## src/rtl/spi_regif_pkg.sv

```systemverilog
// Package: register indices, writable masks and bit positions shared by the
// register file and its submodules. Assumes 32-bit registers on a byte bus.
package spi_regif_pkg;

    localparam int REG_W = 32;

    typedef enum logic [3:0] {
        IDX_CTL   = 4'd0,
        IDX_CLK   = 4'd1,
        IDX_TXFMT = 4'd2,
        IDX_RXFMT = 4'd3,
        IDX_FRAME = 4'd4,
        IDX_STAT  = 4'd5,
        IDX_IEN   = 4'd6,
        IDX_ICLR  = 4'd7,
        IDX_FCTL  = 4'd8,
        IDX_DATA  = 4'd9
    } reg_idx_e;

    localparam logic [REG_W-1:0] MASK_CLK   = 32'h0000_70FF;
    localparam logic [REG_W-1:0] MASK_TXFMT = 32'h0000_3FFF;
    localparam logic [REG_W-1:0] MASK_RXFMT = 32'h0000_00FF;
    localparam logic [REG_W-1:0] MASK_FRAME = 32'h0000_C000;
    localparam logic [REG_W-1:0] MASK_IRQ   = 32'h0000_0019;

    localparam int ST_BUSY = 7;
    localparam int ST_TNF  = 5;
    localparam int ST_RNE  = 0;

    localparam int FC_TXFL  = 12;
    localparam int FC_RXFL  = 4;
    localparam int TH_W     = 4;
    localparam int FC_TXTH  = 8;
    localparam int FC_RXTH  = 0;

    // internal flag vector order and register bit positions
    localparam int FLAG_N   = 3;
    localparam int FL_OVR   = 0;
    localparam int FL_RC    = 1;
    localparam int FL_TC    = 2;
    localparam int BIT_OVR  = 0;
    localparam int BIT_RC   = 3;
    localparam int BIT_TC   = 4;

    function automatic logic [REG_W-1:0] flags_to_reg(input logic [FLAG_N-1:0] f);
        logic [REG_W-1:0] r;
        r          = '0;
        r[BIT_OVR] = f[FL_OVR];
        r[BIT_RC]  = f[FL_RC];
        r[BIT_TC]  = f[FL_TC];
        return r;
    endfunction

    function automatic logic [FLAG_N-1:0] reg_to_flags(input logic [REG_W-1:0] r);
        logic [FLAG_N-1:0] f;
        f[FL_OVR] = r[BIT_OVR];
        f[FL_RC]  = r[BIT_RC];
        f[FL_TC]  = r[BIT_TC];
        return f;
    endfunction

endpackage

```

## src/rtl/spi_regif_fifo.sv

```systemverilog
// Module: synchronous FIFO with a flush strobe.
// Flush has priority and drops any push or pop in its cycle. A push is taken
// only when the FIFO was not full before the edge, a pop only when it was not
// empty. The head word is visible combinationally.
module spi_regif_fifo #(
    parameter int WIDTH = 32,
    parameter int DEPTH = 8
) (
    input  logic             clk,
    input  logic             rst_n,
    input  logic             flush,
    input  logic             push,
    input  logic [WIDTH-1:0] push_data,
    input  logic             pop,
    output logic [WIDTH-1:0] head,
    output logic             empty,
    output logic             full
);
    localparam int PTR_W = (DEPTH > 1) ? $clog2(DEPTH) : 1;
    localparam int LVL_W = $clog2(DEPTH + 1);

    logic [WIDTH-1:0] mem [DEPTH];
    logic [PTR_W-1:0] wr_ptr, rd_ptr;
    logic [LVL_W-1:0] level;
    logic             do_push, do_pop;

    assign empty   = (level == '0);
    assign full    = (level == LVL_W'(DEPTH));
    assign do_push = push && !full && !flush;
    assign do_pop  = pop && !empty && !flush;
    assign head    = mem[rd_ptr];

    function automatic logic [PTR_W-1:0] next_ptr(input logic [PTR_W-1:0] p);
        return (p == PTR_W'(DEPTH - 1)) ? '0 : p + 1'b1;
    endfunction

    // Storage write: no reset needed, contents are qualified by level.
    always_ff @(posedge clk) begin
        if (do_push) mem[wr_ptr] <= push_data;
    end

    // Pointer and level update, flush returns both pointers to zero.
    always_ff @(posedge clk) begin
        if (!rst_n || flush) begin
            wr_ptr <= '0;
            rd_ptr <= '0;
            level  <= '0;
        end else begin
            if (do_push) wr_ptr <= next_ptr(wr_ptr);
            if (do_pop)  rd_ptr <= next_ptr(rd_ptr);
            if (do_push && !do_pop)      level <= level + 1'b1;
            else if (do_pop && !do_push) level <= level - 1'b1;
        end
    end

    p_no_overflow_r4: assert property (@(posedge clk) disable iff (!rst_n)
        level <= LVL_W'(DEPTH));

    p_full_push_dropped_r4: assert property (@(posedge clk) disable iff (!rst_n)
        (push && full && !pop && !flush) |=> full);

    p_empty_pop_ignored_r5: assert property (@(posedge clk) disable iff (!rst_n)
        (pop && empty && !push && !flush) |=> empty);

    p_flush_empties_r7: assert property (@(posedge clk) disable iff (!rst_n)
        flush |=> empty);

endmodule

```

## src/rtl/spi_regif_flags.sv

```systemverilog
// Module: sticky event flags with write-one-to-clear.
// A set and a clear on the same bit in one cycle leave the bit set.
module spi_regif_flags #(
    parameter int N = 3
) (
    input  logic         clk,
    input  logic         rst_n,
    input  logic [N-1:0] set,
    input  logic [N-1:0] clr,
    output logic [N-1:0] flags
);
    // Flag update: clear first, then set, so set wins.
    always_ff @(posedge clk) begin
        if (!rst_n) flags <= '0;
        else        flags <= (flags & ~clr) | set;
    end

    p_set_sticks_r9: assert property (@(posedge clk) disable iff (!rst_n)
        (set != '0) |=> ((flags & $past(set)) == $past(set)));

    p_clear_works_r9: assert property (@(posedge clk) disable iff (!rst_n)
        ((clr & ~set) != '0) |=> ((flags & $past(clr & ~set)) == '0));

endmodule

```

## src/rtl/spi_regif.sv

```systemverilog
// Module: host register file and FIFO pair of an SPI controller.
// Assumes a single-cycle register bus: writes land at the clock edge, read
// data is combinational for bus_addr, and a read strobe on the data address
// pops the receive FIFO at the edge. Requires ADDR_W >= 6 and WORD_W <= 32.
module spi_regif
    import spi_regif_pkg::*;
#(
    parameter int ADDR_W     = 6,
    parameter int WORD_W     = 32,
    parameter int FIFO_DEPTH = 8
) (
    input  logic              clk,
    input  logic              rst_n,
    input  logic [ADDR_W-1:0] bus_addr,
    input  logic              bus_wr,
    input  logic              bus_rd,
    input  logic [REG_W-1:0]  bus_wdata,
    output logic [REG_W-1:0]  bus_rdata,
    output logic              eng_tx_valid,
    output logic [WORD_W-1:0] eng_tx_data,
    input  logic              eng_tx_pop,
    input  logic              eng_rx_push,
    input  logic [WORD_W-1:0] eng_rx_data,
    input  logic              eng_busy,
    input  logic              eng_done,
    output logic              cfg_enable,
    output logic [REG_W-1:0]  cfg_clock,
    output logic [REG_W-1:0]  cfg_tx_fmt,
    output logic [REG_W-1:0]  cfg_rx_fmt,
    output logic [REG_W-1:0]  cfg_frame,
    output logic [TH_W-1:0]   cfg_tx_thr,
    output logic [TH_W-1:0]   cfg_rx_thr,
    output logic              irq
);
    localparam int WI_W = ADDR_W - 2;

    logic [WI_W-1:0]   wi;
    logic              unused_addr_lsbs;
    logic              en_q;
    logic [REG_W-1:0]  clk_q, txf_q, rxf_q, frm_q, ien_q;
    logic [TH_W-1:0]   txth_q, rxth_q;
    logic              wr_ctl, wr_clk, wr_txf, wr_rxf, wr_frm, wr_ien, wr_iclr, wr_fctl, wr_data;
    logic              rd_data;
    logic              tx_flush, rx_flush;
    logic              tx_empty, tx_full, rx_empty, rx_full;
    logic [WORD_W-1:0] rx_head;
    logic [FLAG_N-1:0] fl_set, fl_clr, flags;
    logic [REG_W-1:0]  flag_reg, status;

    assign wi               = bus_addr[ADDR_W-1:2];
    assign unused_addr_lsbs = ^bus_addr[1:0];

    // Address decode into per-register strobes.
    always_comb begin
        wr_ctl  = bus_wr && (wi == WI_W'(IDX_CTL));
        wr_clk  = bus_wr && (wi == WI_W'(IDX_CLK));
        wr_txf  = bus_wr && (wi == WI_W'(IDX_TXFMT));
        wr_rxf  = bus_wr && (wi == WI_W'(IDX_RXFMT));
        wr_frm  = bus_wr && (wi == WI_W'(IDX_FRAME));
        wr_ien  = bus_wr && (wi == WI_W'(IDX_IEN));
        wr_iclr = bus_wr && (wi == WI_W'(IDX_ICLR));
        wr_fctl = bus_wr && (wi == WI_W'(IDX_FCTL));
        wr_data = bus_wr && (wi == WI_W'(IDX_DATA));
        rd_data = bus_rd && (wi == WI_W'(IDX_DATA));
    end

    assign tx_flush = wr_fctl && bus_wdata[FC_TXFL];
    assign rx_flush = wr_fctl && bus_wdata[FC_RXFL];

    // Configuration registers, each masked to its writable bits.
    always_ff @(posedge clk) begin
        if (!rst_n) begin
            en_q   <= 1'b0;
            clk_q  <= '0;
            txf_q  <= '0;
            rxf_q  <= '0;
            frm_q  <= '0;
            ien_q  <= '0;
            txth_q <= '0;
            rxth_q <= '0;
        end else begin
            if (wr_ctl) en_q  <= bus_wdata[0];
            if (wr_clk) clk_q <= bus_wdata & MASK_CLK;
            if (wr_txf) txf_q <= bus_wdata & MASK_TXFMT;
            if (wr_rxf) rxf_q <= bus_wdata & MASK_RXFMT;
            if (wr_frm) frm_q <= bus_wdata & MASK_FRAME;
            if (wr_ien) ien_q <= bus_wdata & MASK_IRQ;
            if (wr_fctl) begin
                txth_q <= bus_wdata[FC_TXTH +: TH_W];
                rxth_q <= bus_wdata[FC_RXTH +: TH_W];
            end
        end
    end

    spi_regif_fifo #(.WIDTH(WORD_W), .DEPTH(FIFO_DEPTH)) u_tx_fifo (
        .clk       (clk),
        .rst_n     (rst_n),
        .flush     (tx_flush),
        .push      (wr_data),
        .push_data (WORD_W'(bus_wdata)),
        .pop       (eng_tx_pop),
        .head      (eng_tx_data),
        .empty     (tx_empty),
        .full      (tx_full)
    );

    spi_regif_fifo #(.WIDTH(WORD_W), .DEPTH(FIFO_DEPTH)) u_rx_fifo (
        .clk       (clk),
        .rst_n     (rst_n),
        .flush     (rx_flush),
        .push      (eng_rx_push),
        .push_data (eng_rx_data),
        .pop       (rd_data),
        .head      (rx_head),
        .empty     (rx_empty),
        .full      (rx_full)
    );

    // Flag events: accepted receive word, dropped receive word, transfer done.
    always_comb begin
        fl_set         = '0;
        fl_set[FL_TC]  = eng_done;
        fl_set[FL_RC]  = eng_rx_push && !rx_full && !rx_flush;
        fl_set[FL_OVR] = eng_rx_push && rx_full && !rx_flush;
        fl_clr         = wr_iclr ? reg_to_flags(bus_wdata) : '0;
    end

    spi_regif_flags #(.N(FLAG_N)) u_flags (
        .clk   (clk),
        .rst_n (rst_n),
        .set   (fl_set),
        .clr   (fl_clr),
        .flags (flags)
    );

    assign flag_reg     = flags_to_reg(flags);
    assign irq          = |(flag_reg & ien_q);
    assign eng_tx_valid = !tx_empty;

    // Status word assembly.
    always_comb begin
        status          = '0;
        status[ST_BUSY] = eng_busy || !tx_empty;
        status[ST_TNF]  = !tx_full;
        status[ST_RNE]  = !rx_empty;
    end

    // Read data multiplexer; the data port reads 0 when nothing is queued.
    always_comb begin
        bus_rdata = '0;
        case (wi)
            WI_W'(IDX_CTL):   bus_rdata = {{(REG_W-1){1'b0}}, en_q};
            WI_W'(IDX_CLK):   bus_rdata = clk_q;
            WI_W'(IDX_TXFMT): bus_rdata = txf_q;
            WI_W'(IDX_RXFMT): bus_rdata = rxf_q;
            WI_W'(IDX_FRAME): bus_rdata = frm_q;
            WI_W'(IDX_STAT):  bus_rdata = status;
            WI_W'(IDX_IEN):   bus_rdata = ien_q;
            WI_W'(IDX_ICLR):  bus_rdata = flag_reg;
            WI_W'(IDX_FCTL): begin
                bus_rdata[FC_TXTH +: TH_W] = txth_q;
                bus_rdata[FC_RXTH +: TH_W] = rxth_q;
            end
            WI_W'(IDX_DATA):  bus_rdata = rx_empty ? '0 : REG_W'(rx_head);
            default:          bus_rdata = '0;
        endcase
    end

    assign cfg_enable = en_q;
    assign cfg_clock  = clk_q;
    assign cfg_tx_fmt = txf_q;
    assign cfg_rx_fmt = rxf_q;
    assign cfg_frame  = frm_q;
    assign cfg_tx_thr = txth_q;
    assign cfg_rx_thr = rxth_q;

    p_overrun_flagged_r8: assert property (@(posedge clk) disable iff (!rst_n)
        (eng_rx_push && rx_full && !rx_flush) |=> flags[FL_OVR]);

    p_done_flagged_r9: assert property (@(posedge clk) disable iff (!rst_n)
        eng_done |=> flags[FL_TC]);

    p_irq_needs_enable_r10: assert property (@(posedge clk) disable iff (!rst_n)
        (ien_q == '0) |-> !irq);

    p_busy_when_queued_r6: assert property (@(posedge clk) disable iff (!rst_n)
        eng_tx_valid |-> status[ST_BUSY]);

endmodule

```

## config.mk

```make
export PLATFORM = sky130hd
export DESIGN_NAME = spi_regif
export DESIGN_NICKNAME = d
export VERILOG_FILES = /design/src/rtl/spi_regif_pkg.sv /design/src/rtl/spi_regif_fifo.sv /design/src/rtl/spi_regif_flags.sv /design/src/rtl/spi_regif.sv
export SDC_FILE = /design/constraint.sdc
export NUM_CORES = 1
export LEC_CHECK = 0
export BUFFER_PORTS_ARGS = -buffer_cell sky130_fd_sc_hd__buf_4
export CELL_PAD_IN_SITES_DETAIL_PLACEMENT = 0
export CELL_PAD_IN_SITES_GLOBAL_PLACEMENT = 1
export CORE_AREA = 2 2 289 291
export CTS_CLUSTER_DIAMETER = 30
export DETAILED_ROUTE_END_ITERATION = 7
export DIE_AREA = 0 0 291 293
export PLACE_DENSITY_LB_ADDON = 0.2
export SYNTH_ARGS = -nofsm -noshare
export SYNTH_HDL_FRONTEND = slang
export SYNTH_HIERARCHICAL = 1
export SYNTH_SLANG_ARGS = --single-unit
export TNS_END_PERCENT = 100
```

## constraint.sdc

```tcl
create_clock -name clk -period 6.5 [get_ports clk]
set_input_delay 1.95 -clock clk [delete_from_list [all_inputs] [get_ports clk]]
set_output_delay 1.95 -clock clk [all_outputs]
set_load 0.005 [all_outputs]
```

==> qor.txt, run 1 <==
STATUS
--------------------------------------------------------------------------------
Outcome                                                             finished, final reports clean

DIE
--------------------------------------------------------------------------------
Die outline area                                                       85300 µm²
Site row count                                                               105
Floorplan die width                                                       291 µm
I/O pins                                                                     281
Starting Density                                                           0.298
Area of the placeable core                                             81800 µm²
Die Height                                                                293 µm

DRT
--------------------------------------------------------------------------------
First-pass detailed-route iteration total                                      5
DRC viols                                                                      0
Remaining antenna violation count after routing                                0
Aggregate routed wire length                                             62.4 mm
Mean routed wirelength per cell                                          22.5 µm
DRC violation total after the first TritonRoute iteration                    716
Vias after detailed routing                                                12754
Drt via density                                                             4.59

SETUP PATH
--------------------------------------------------------------------------------
Critical path's largest stage delay                                      0.83 ns
Kind of end point of the critical path                               output port
Number of buffers and inverters on the critical path                           3
Reg2Reg Setup Slack                                                      3.72 ns
Worst Path Required                                                      4.55 ns
Type of element launching the critical path                           input port
Class of the most critical setup path                               input port to output port
Crit-path max FO                                                              14
Cell repeated most along the worst path                             sky130_fd_sc_hd__buf_4
Arrival time worst endpoint                                              4.03 ns
Family with the most delay on the worst path                        simple AND/OR/NAND/NOR gates
Worst-path cell with the longest stage delay                        sky130_fd_sc_hd__nor4b_4
Critical path, cell by cell                                         buf_4 -> nand2b_1 -> nor4b_4 -> buf_4 -> a32oi_1 -> nand2_1 -> buf_4

FINAL LAYOUT
--------------------------------------------------------------------------------
Area delta synth->final                                                    30.1%
Fill cells                                                                  7508
Ratio of cells with drive above 1 in the final layout                      0.345
Sequential cell area                                                   16900 µm²
Antenna cell count                                                             0
Area of the multi-input gates                                           6830 µm²
Number of nets at the end of the flow                                       1690

CLOCK NETWORK
--------------------------------------------------------------------------------
Clock Sink Count                                                             588
Setup repair bufs after CTS                                                    0
Clk Latency, worst-skew pair                                             0.69 ns
Post-CTS Hold Buffers                                                          0
Clock transition at the registers of the reported paths                  0.04 ns
CTS H-tree lvls                                                                4
CTS-repair resized insts                                                       0
CTS tree                                                                     yes
CTS Root Buffer Type                                                sky130_fd_sc_hd__clkbuf_16
Number of buffers created by CTS                                             136
Number of buffers on the longest clock path                                    3

MIN PATH
--------------------------------------------------------------------------------
Hold crit path type                                                 flop to flop

GLOBAL ROUTING
--------------------------------------------------------------------------------
Largest net degree at the start of global routing                             65
Number of antenna violations at the first check in global routing              3
GRT Overall Usage                                                          0.146
First-pass GRT wire length                                               90.7 mm
Vias in the first global route                                             13329
Grt total ovfl                                                                 0

LOGIC SYNTHESIS
--------------------------------------------------------------------------------
Syn Area/Cell                                                           18.8 µm²
Syn Std Cell Area                                                      24400 µm²
Cells taking the most area after synthesis                          sky130_fd_sc_hd__edfxtp_1 63%, sky130_fd_sc_hd__mux4_1 8.7%, sky130_fd_sc_hd__dfxtp_1 6.2%
Top FF cell, synth                                                  sky130_fd_sc_hd__edfxtp_1
Share of synthesized registers carrying an async set or reset                  0
Flip-flop and latch count after synthesis                                    588
Share of synthesized area occupied by flip-flops and latches               0.692
Synth area leader                                                   sky130_fd_sc_hd__edfxtp_1
Synthesized netlist cell count                                              1301
EDFF count, synth                                                            512
Netlist cell types                                                            59
Share of the synthesized area in the top cell type                         0.630
Yosys warnings                                                                 6

STA
--------------------------------------------------------------------------------
Unrepaired setup endpoints after global routing                               no
Fraction of the cycle the final worst path needs                           0.920
Shortest clock period the worst path allows after layout                 5.98 ns
F_max                                                                    167 MHz
Post-route setup TNS                                                        0 ns
Worst Clk Skew                                                         0.0360 ns
Transition time of the tightest slew-check pin                           1.07 ns
Pins over their slew limit                                                     0
Hold violation total from the final report                                     0
Worst max-slew margin expressed relative to the limit                      0.287
Final count of negative-setup-slack endpoints                                  0
Setup slack of the critical path after layout                           0.520 ns

POWER AND IR DROP
--------------------------------------------------------------------------------
Power density relative to cell area                                   398 nW/µm²
Leakage power of the design                                            0.0112 µW
Post-layout total power                                                 12600 µW
IR Drop Worst-Case VDD                                                  0.214 mV

RUN
--------------------------------------------------------------------------------
# Max-Cap Violations                                                           0

PLACED DESIGN
--------------------------------------------------------------------------------
Port buffer count                                                            185
Worst Setup Slack post-DPL                                              0.507 ns
Routability congestion estimate                                            0.740
Detail Placement HPWL                                                    39.4 mm

-- power by group --
group	total, µW	internal [µW]	switching [µW]
clock network	7150	4890	2250
logic	1100	583	520
registers	4380	4240	133
total	12600	9720	2910
-- flip-flops by register name, summed over array words and instances (netlist names), 4 cells and up, named ones only --
name and flops:
u_tx_fifo/mem 256, cfg_clock 11, u_tx_fifo/level 4, cfg_tx_thr 4, cfg_tx_fmt 14, cfg_rx_thr 4
u_rx_fifo/mem 256, u_rx_fifo/level 4, cfg_rx_fmt 8
-- layout by cell type (no fill, tap or decap), types with 4 or more instances in the layout --
| master | count |
|---|---|
| sky130_fd_sc_hd__a21oi_1 | 9 |
| sky130_fd_sc_hd__nor2_4 | 13 |
| sky130_fd_sc_hd__ha_1 | 14 |
| sky130_fd_sc_hd__inv_16 | 4 |
| sky130_fd_sc_hd__nor2_1 | 36 |
| sky130_fd_sc_hd__buf_12 | 4 |
| sky130_fd_sc_hd__and3_1 | 4 |
| sky130_fd_sc_hd__a211oi_1 | 4 |
| sky130_fd_sc_hd__dfxtp_2 | 4 |
| sky130_fd_sc_hd__buf_4 | 217 |
| sky130_fd_sc_hd__clkinvlp_4 | 11 |
| sky130_fd_sc_hd__mux4_2 | 48 |
| sky130_fd_sc_hd__bufinv_16 | 25 |
| sky130_fd_sc_hd__o21ai_0 | 4 |
| sky130_fd_sc_hd__dfxtp_1 | 70 |
| sky130_fd_sc_hd__clkinv_4 | 4 |
| sky130_fd_sc_hd__nor3_2 | 5 |
| sky130_fd_sc_hd__mux2_2 | 67 |
| sky130_fd_sc_hd__mux4_1 | 81 |
| sky130_fd_sc_hd__a21boi_1 | 8 |
| sky130_fd_sc_hd__edfxtp_1 | 512 |
| sky130_fd_sc_hd__nor2b_1 | 29 |
| sky130_fd_sc_hd__a222oi_1 | 5 |
| sky130_fd_sc_hd__inv_1 | 13 |
| sky130_fd_sc_hd__clkinv_16 | 10 |
| sky130_fd_sc_hd__clkbuf_1 | 18 |
| sky130_fd_sc_hd__and2_1 | 20 |
| sky130_fd_sc_hd__clkbuf_16 | 136 |
| sky130_fd_sc_hd__clkinv_2 | 22 |
| sky130_fd_sc_hd__nand2b_1 | 12 |
| sky130_fd_sc_hd__a22o_1 | 6 |
| sky130_fd_sc_hd__nand2_1 | 62 |
| sky130_fd_sc_hd__conb_1 | 93 |
| sky130_fd_sc_hd__clkinv_1 | 18 |
| sky130_fd_sc_hd__nand3_1 | 7 |
| sky130_fd_sc_hd__mux2i_1 | 38 |
| sky130_fd_sc_hd__a21boi_0 | 16 |
-- tightest hold or removal path, delay by kind of cell (launching register included) --
kind,cells,cell delay [ns]
buffers and inverters,1,0.05
flip-flops,1,0.30
AO/OA/AOI/OAI,1,0.07
-- metal layers --
| layer | track usage | part of all wire | vias up |
|---|---|---|---|
| met1 | 0.177 | 0.42 | 6647 |
| met5 | 0 | 0.00059 | - |
| met2 | 0.239 | 0.49 | 340 |
| met4 | 0.0512 | 0.020 | 6 |
| li1 | - | - | 5657 |
| met3 | 0.0549 | 0.074 | 104 |
-- stage by stage --
step           hold slack (ns)   util  instance area, µm²  instances
2_1_floorplan            0.446      -               24800       1393
6_report                 0.470  0.388               31800       2779
3_3_place_gp             0.461  0.328               26800       2528
5_1_grt                  0.493  0.388               31800       2779
3_5_place_dp             0.468  0.328               26800       2528
4_1_cts                  0.473  0.388               31800       2779
-- layout make-up --
class | count | share of cell area
tap | 1070 | 0.0421
timing repair buffer | 221 | 0.0538
sequential | 588 | 0.532
clock inverter | 96 | 0.0455
inverter | 13 | 0.00154
multi-input combinational | 636 | 0.215
clock buffer | 155 | 0.110
-- logic make-up after synthesis --
group | Yosys count | share of synthesized area
XOR/XNOR | 4 | 0.00144
buffers and inverters | 169 | 0.0468
AO/OA/AOI/OAI | 76 | 0.0241
flip-flops | 588 | 0.692
other | 1 | 0.000154
multiplexers | 234 | 0.178
AND/OR/NAND/NOR | 213 | 0.0487
adder cells (fa/ha/maj) | 16 | 0.00881
-- worst paths after layout --
path                       start                 end  cells after the start
max reg2reg   u_rx_fifo/level[1]  u_rx_fifo/level[3]                      9
min          u_rx_fifo/rd_ptr[1]                flop                      2
max                  bus_addr[2]        bus_rdata[4]                      7
min reg2reg  u_rx_fifo/rd_ptr[1]                flop                      2
-- cells in the mapped netlist, drive strengths merged, types with 3 or more instances --
| master | instances |
|---|---|
| edfxtp | 512 |
| buf | 139 |
| mux4 | 129 |
| dfxtp | 76 |
| mux2 | 67 |
| nand2 | 63 |
| nor2 | 49 |
| mux2i | 38 |
| nor2b | 32 |
| a21boi | 24 |
| and2 | 20 |
| clkbuf | 17 |
| ha | 14 |
| inv | 13 |
| nand2b | 12 |
| a21oi | 9 |
| nand3 | 7 |
| nor3 | 7 |
| a22o | 6 |
| a222oi | 5 |
| nor4b | 5 |
| a211oi | 4 |
| and3 | 4 |
| o21ai | 4 |
| a221o | 3 |
| a22oi | 3 |
| a32oi | 3 |
| nand3b | 3 |
| nor3b | 3 |
| o21a | 3 |
Note: power is estimated with default switching activity, not from simulation.
==> run 2: changes to the inputs <==
==> constraint.sdc (replaced) <==
create_clock -name clk -period 6.5 [get_ports clk]
set_input_delay 1.3 -clock clk [delete_from_list [all_inputs] [get_ports clk]]
set_output_delay 1.3 -clock clk [all_outputs]
set_load 0.005 [all_outputs]
==> qor.txt, run 2 (synthesis gave the netlist of run 1 again) <==
DRT
-------------------------------------------------------------------------------------
Aggregate routed wire length                                                  62.6 mm
DRC viols                                                                           0
Drt via density                                                                  4.59
Vias after detailed routing                                                     12769
Remaining antenna violation count after routing                                     0
Mean routed wirelength per cell                                               22.5 µm
DRC violation total after the first TritonRoute iteration                         723
First-pass detailed-route iteration total                                           5

CLOCK NETWORK
-------------------------------------------------------------------------------------
Number of buffers created by CTS                                                  140
Clock transition at the registers of the reported paths                       0.04 ns
CTS tree                                                                          yes
Clock Sink Count                                                                  588
Setup repair bufs after CTS                                                         0
Clk Latency, worst-skew pair                                                  0.73 ns
CTS-repair resized insts                                                            0
CTS H-tree lvls                                                                     4
CTS Root Buffer Type                                                     sky130_fd_sc_hd__clkbuf_16
Number of buffers on the longest clock path                                         3
Post-CTS Hold Buffers                                                               0

RUN
-------------------------------------------------------------------------------------
# Max-Cap Violations                                                                0

SETUP PATH
-------------------------------------------------------------------------------------
Crit-path max FO                                                                   34
Kind of end point of the critical path                                    output port
Worst Path Required                                                           5.20 ns
Type of element launching the critical path                                      flop
Class of the most critical setup path                                    flop to output port
Arrival time worst endpoint                                                   3.50 ns

PLACED DESIGN
-------------------------------------------------------------------------------------
Port buffer count                                                                 185
Detail Placement HPWL                                                         38.6 mm
Routability congestion estimate                                                 0.702

POWER AND IR DROP
-------------------------------------------------------------------------------------
Power Internal                                                                9650 µW
Post-layout total power                                                      12600 µW
Leakage power of the design                                                 0.0112 µW
IR Drop Worst-Case VDD                                                       0.313 mV
Power spent charging and discharging nets                                     2980 µW
Relative contribution of the clock network to total power                       0.567
Sequential power share                                                          0.347
Power density relative to cell area                                        398 nW/µm²
Switching power as a share of total power                                       0.236
Combinational share of power                                                    0.086

GLOBAL ROUTING
-------------------------------------------------------------------------------------
Vias in the first global route                                                  13374
First-pass GRT wire length                                                    90.3 mm
GRT Overall Usage                                                               0.146
Number of antenna violations at the first check in global routing                   5
Grt total ovfl                                                                      0
Largest net degree at the start of global routing                                  53

MIN PATH
-------------------------------------------------------------------------------------
Hold crit path type                                                      flop to flop

STA
-------------------------------------------------------------------------------------
Hold violation total from the final report                                          0
Worst max-slew margin expressed relative to the limit                           0.268
Post-route setup TNS                                                             0 ns
Fraction of the cycle the final worst path needs                                0.739
Worst Clk Skew                                                              0.0595 ns
Pins over their slew limit                                                          0
Unrepaired setup endpoints after global routing                                    no
Worst-case hold slack                                                        0.471 ns
Shortest clock period the worst path allows after layout                      4.80 ns
F_max                                                                         208 MHz
Final count of negative-setup-slack endpoints                                       0
Transition time of the tightest slew-check pin                                1.10 ns

DIE
-------------------------------------------------------------------------------------
Floorplan die width                                                            291 µm
Die Height                                                                     293 µm
Site row count                                                                    105
Die outline area                                                            85300 µm²
I/O pins                                                                          281
Starting Density                                                                0.298
Area of the placeable core                                                  81800 µm²

STATUS
-------------------------------------------------------------------------------------
Outcome                                                                  finished, final reports clean

FINAL LAYOUT
-------------------------------------------------------------------------------------
Number of nets at the end of the flow                                            1687
Most frequent standard cell in the layout excluding fill and tap cells   sky130_fd_sc_hd__edfxtp_1
Top library cells by usage in the layout, fill and taps aside            512 x sky130_fd_sc_hd__edfxtp_1, 214 x sky130_fd_sc_hd__buf_4, 141 x sky130_fd_sc_hd__clkbuf_16
Area delta synth->final                                                         29.9%
Ratio of cells with drive above 1 in the final layout                           0.344
Post-Route Utilization                                                          0.388

-- run 2: final cells by class --
class                      count  area [µm²]
clock buffer                 165        3650
fill                        7527       50100
clock inverter                93        1330
tap                         1070        1340
sequential                   588       16900
timing repair buffer         214        1610
inverter                      13        48.8
multi-input combinational    636        6830
antenna                        1        2.50
-- run 2: path summary, 6_finish.rpt --
kind | to | startpoint | cells past startpoint | slack, ns
worst min register to register | flop | u_rx_fifo/rd_ptr[1] | 2 | 0.47
worst max register to register | u_rx_fifo/mem[1][9] | u_rx_fifo/level[0] | 5 | 3.48
worst max-delay path | bus_rdata[1] | flop | 5 | 1.70
worst min-delay path | flop | u_rx_fifo/rd_ptr[1] | 2 | 0.47
-- run 2: per-stage QoR --
step           worst slack, ns  cells  cell area (µm²)
6_report                  1.70   2780            31700
5_1_grt                   1.51   2780            31700
4_1_cts                   1.60   2779            31700
3_5_place_dp              1.79   2521            26700
3_3_place_gp              1.80   2521            26700
2_1_floorplan             1.44   1393            24800
-- run 2: routing by layer --
layer | routed length, µm | track usage
met1 | 26300 | 0.181
met2 | 30200 | 0.232
met3 | 4180 | 0.0497
met4 | 1910 | 0.0648
met5 | 46 | 0
-- run 2: power by group through the flow --
stage	registers [µW]	clock network (µW)	logic [µW]
3_3_place_gp	4450	0	1090
3_5_place_dp	4450	0	1110
4_1_cts	4390	7310	1120
2_1_floorplan	4360	0	807
6_report	4380	7160	1080
5_1_grt	4400	7520	1180
-- run 2: worst max-delay path: stages, from the launching register on --
cell and delay (ns):
sky130_fd_sc_hd__dfxtp_4 0.79, sky130_fd_sc_hd__buf_4 0.53, sky130_fd_sc_hd__mux4_2 0.57, sky130_fd_sc_hd__mux2_2 0.30, sky130_fd_sc_hd__a221o_1 0.42, sky130_fd_sc_hd__buf_4 0.18
==> run 3: changes to the inputs <==
Clock period 6.5 ns to 4.6 ns, I/O delays scaled along.
==> qor.txt, run 3 (synthesis gave the netlist of run 1 again) <==
DIE
-------------------------------------------------------------------------------------
Site row count                                                                    105
Floorplan die width                                                            291 µm
Starting Density                                                                0.298
Area of the placeable core                                                  81800 µm²
Die outline area                                                            85300 µm²
Die Height                                                                     293 µm
I/O pins                                                                          281

DRT
-------------------------------------------------------------------------------------
Aggregate routed wire length                                                  61.7 mm
DRC violation total after the first TritonRoute iteration                         734
Remaining antenna violation count after routing                                     0
Met1 Wirelength                                                               25.6 mm
First-pass detailed-route iteration total                                           6
Mean routed wirelength per cell                                               22.3 µm
Highest layer used for signal routing                                            met5
DRC viols                                                                           0
WL met3                                                                       5.15 mm
Drt via density                                                                  4.54
Length of routed met2 wiring                                                  29.6 mm
Vias after detailed routing                                                     12581

SETUP PATH
-------------------------------------------------------------------------------------
Reg2Reg Setup Slack                                                           1.77 ns
Family with the most delay on the worst path                             multiplexers
Critical path, cell by cell                                              buf_4 -> mux4_1 -> mux2_2 -> a221o_1 -> buf_4
Worst R2R End                                                            u_tx_fifo/level[3]
Cell repeated most along the worst path                                  sky130_fd_sc_hd__buf_4
Arrival time worst endpoint                                                   3.24 ns
Worst-path cell with the longest stage delay                             sky130_fd_sc_hd__dfxtp_4
Depth of the most critical reg-to-reg path                                          9
Kind of end point of the critical path                                    output port
Number of buffers and inverters on the critical path                                2
Type of element launching the critical path                                      flop
Source of the worst register-to-register timing path                     u_tx_fifo/level[1]
Crit-path max FO                                                                   28
Class of the most critical setup path                                    flop to output port
Critical path's largest stage delay                                           0.72 ns
Worst Path Required                                                           3.68 ns

CLOCK NETWORK
-------------------------------------------------------------------------------------
CTS tree                                                                          yes
Clk Latency, worst-skew pair                                                  0.72 ns
CTS Root Buffer Type                                                     sky130_fd_sc_hd__clkbuf_16
CTS H-tree lvls                                                                     4
Post-CTS Hold Buffers                                                               0
CTS-repair resized insts                                                            0
Setup repair bufs after CTS                                                         0
Clock transition at the registers of the reported paths                       0.05 ns
Clock Sink Count                                                                  588
Number of buffers on the longest clock path                                         3
Number of buffers created by CTS                                                  132

STA
-------------------------------------------------------------------------------------
Final count of negative-setup-slack endpoints                                       0
Shortest clock period the worst path allows after layout                      4.16 ns
Worst Clk Skew                                                              0.0603 ns
Worst max-slew margin expressed relative to the limit                           0.314
Unrepaired setup endpoints after global routing                                    no
F_max                                                                         241 MHz
Worst-case hold slack                                                        0.431 ns
Fraction of the cycle the final worst path needs                                0.904
Post-route setup TNS                                                             0 ns
Pins over their slew limit                                                          0
Transition time of the tightest slew-check pin                                1.03 ns
Hold violation total from the final report                                          0

GLOBAL ROUTING
-------------------------------------------------------------------------------------
Grt total ovfl                                                                      0
Largest net degree at the start of global routing                                  53
GRT Overall Usage                                                               0.145
First-pass GRT wire length                                                    89.3 mm
Number of antenna violations at the first check in global routing                   2
Vias in the first global route                                                  13193

FINAL LAYOUT
-------------------------------------------------------------------------------------
Most frequent standard cell in the layout excluding fill and tap cells   sky130_fd_sc_hd__edfxtp_1
Fill cells                                                                       7502
Top library cells by usage in the layout, fill and taps aside            512 x sky130_fd_sc_hd__edfxtp_1, 223 x sky130_fd_sc_hd__buf_4, 132 x sky130_fd_sc_hd__clkbuf_16
Antenna cell count                                                                  0
Area of the multi-input gates                                                6840 µm²
Ratio of cells with drive above 1 in the final layout                           0.341
Number of nets at the end of the flow                                            1693
Sequential cell area                                                        16900 µm²
Area delta synth->final                                                         28.6%

PLACED DESIGN
-------------------------------------------------------------------------------------
Port buffer count                                                                 185
Detail Placement HPWL                                                         38.9 mm
Routability congestion estimate                                                 0.711

MIN PATH
-------------------------------------------------------------------------------------
HP Start                                                                 bus_wdata[26]
Worst min-delay path endpoint                                            u_tx_fifo/mem[2][26]
Number of instances on the worst hold path                                          1
Hold crit path type                                                      input port to flop

POWER AND IR DROP
-------------------------------------------------------------------------------------
Leakage power of the design                                                 0.0110 µW
IR Drop Worst-Case VDD                                                       0.317 mV
Power density relative to cell area                                        536 nW/µm²

STATUS
-------------------------------------------------------------------------------------
Outcome                                                                  finished, final reports clean

RUN
-------------------------------------------------------------------------------------
# Max-Cap Violations                                                                0

-- run 3: cell count changes in the layout (fill, tap and decap cells not counted), moves of 4 or more --
cell | before | now
sky130_fd_sc_hd__clkinv_2 | 15 | 19
sky130_fd_sc_hd__inv_6 | 6 | 1
sky130_fd_sc_hd__buf_4 | 214 | 223
sky130_fd_sc_hd__clkinv_4 | 11 | 4
sky130_fd_sc_hd__clkbuf_16 | 141 | 132
sky130_fd_sc_hd__clkbuf_8 | 3 | 9
sky130_fd_sc_hd__buf_12 | 0 | 5
sky130_fd_sc_hd__bufinv_16 | 19 | 10
-- run 3: through the flow --
step	std cells	util	total power, µW	area, µm²	setup WS, ns
final	2772	0.384	16800	31400	0.443
after global placement	2535	0.329	7850	26900	0.710
after CTS	2772	0.384	17100	31400	0.352
after detailed placement	2535	0.329	7880	26900	0.720
after global routing	2772	0.384	17500	31400	0.290
after floorplan	1393	-	7300	24800	0.0327
-- run 3: routing by layer --
| metal | track usage | vias up |
|---|---|---|
| met5 | 0 | - |
| met4 | 0.0474 | 4 |
| met3 | 0.0619 | 104 |
| met2 | 0.232 | 338 |
| met1 | 0.176 | 6470 |
| li1 | - | 5665 |
-- run 3: cell type report --
class	instances	area share
clock buffers	162	0.112
clock inverters	75	0.0309
inverters	13	0.00155
multi-input cells	636	0.218
flip-flops and latches	588	0.539
well taps	1070	0.0426
repair buffers	228	0.0565
-- run 3: worst max-delay path by stage --
stage                     start                   to  slack, ns  depth (start not counted)
global route               flop         bus_rdata[7]       0.29                          5
finish                     flop         bus_rdata[7]       0.44                          5
detailed placement  bus_addr[3]         bus_rdata[5]       0.72                          7
CTS                        flop         bus_rdata[7]       0.35                          5
floorplan           bus_addr[5]  u_rx_fifo/mem[0][0]       0.03                          7
global placement    bus_addr[3]         bus_rdata[5]       0.71                          7
-- run 3: power breakdown --
part,switching (µW),internal [µW],total [µW]
Combinational,731,824,1560
Clock,3060,6030,9090
Sequential,191,6000,6190
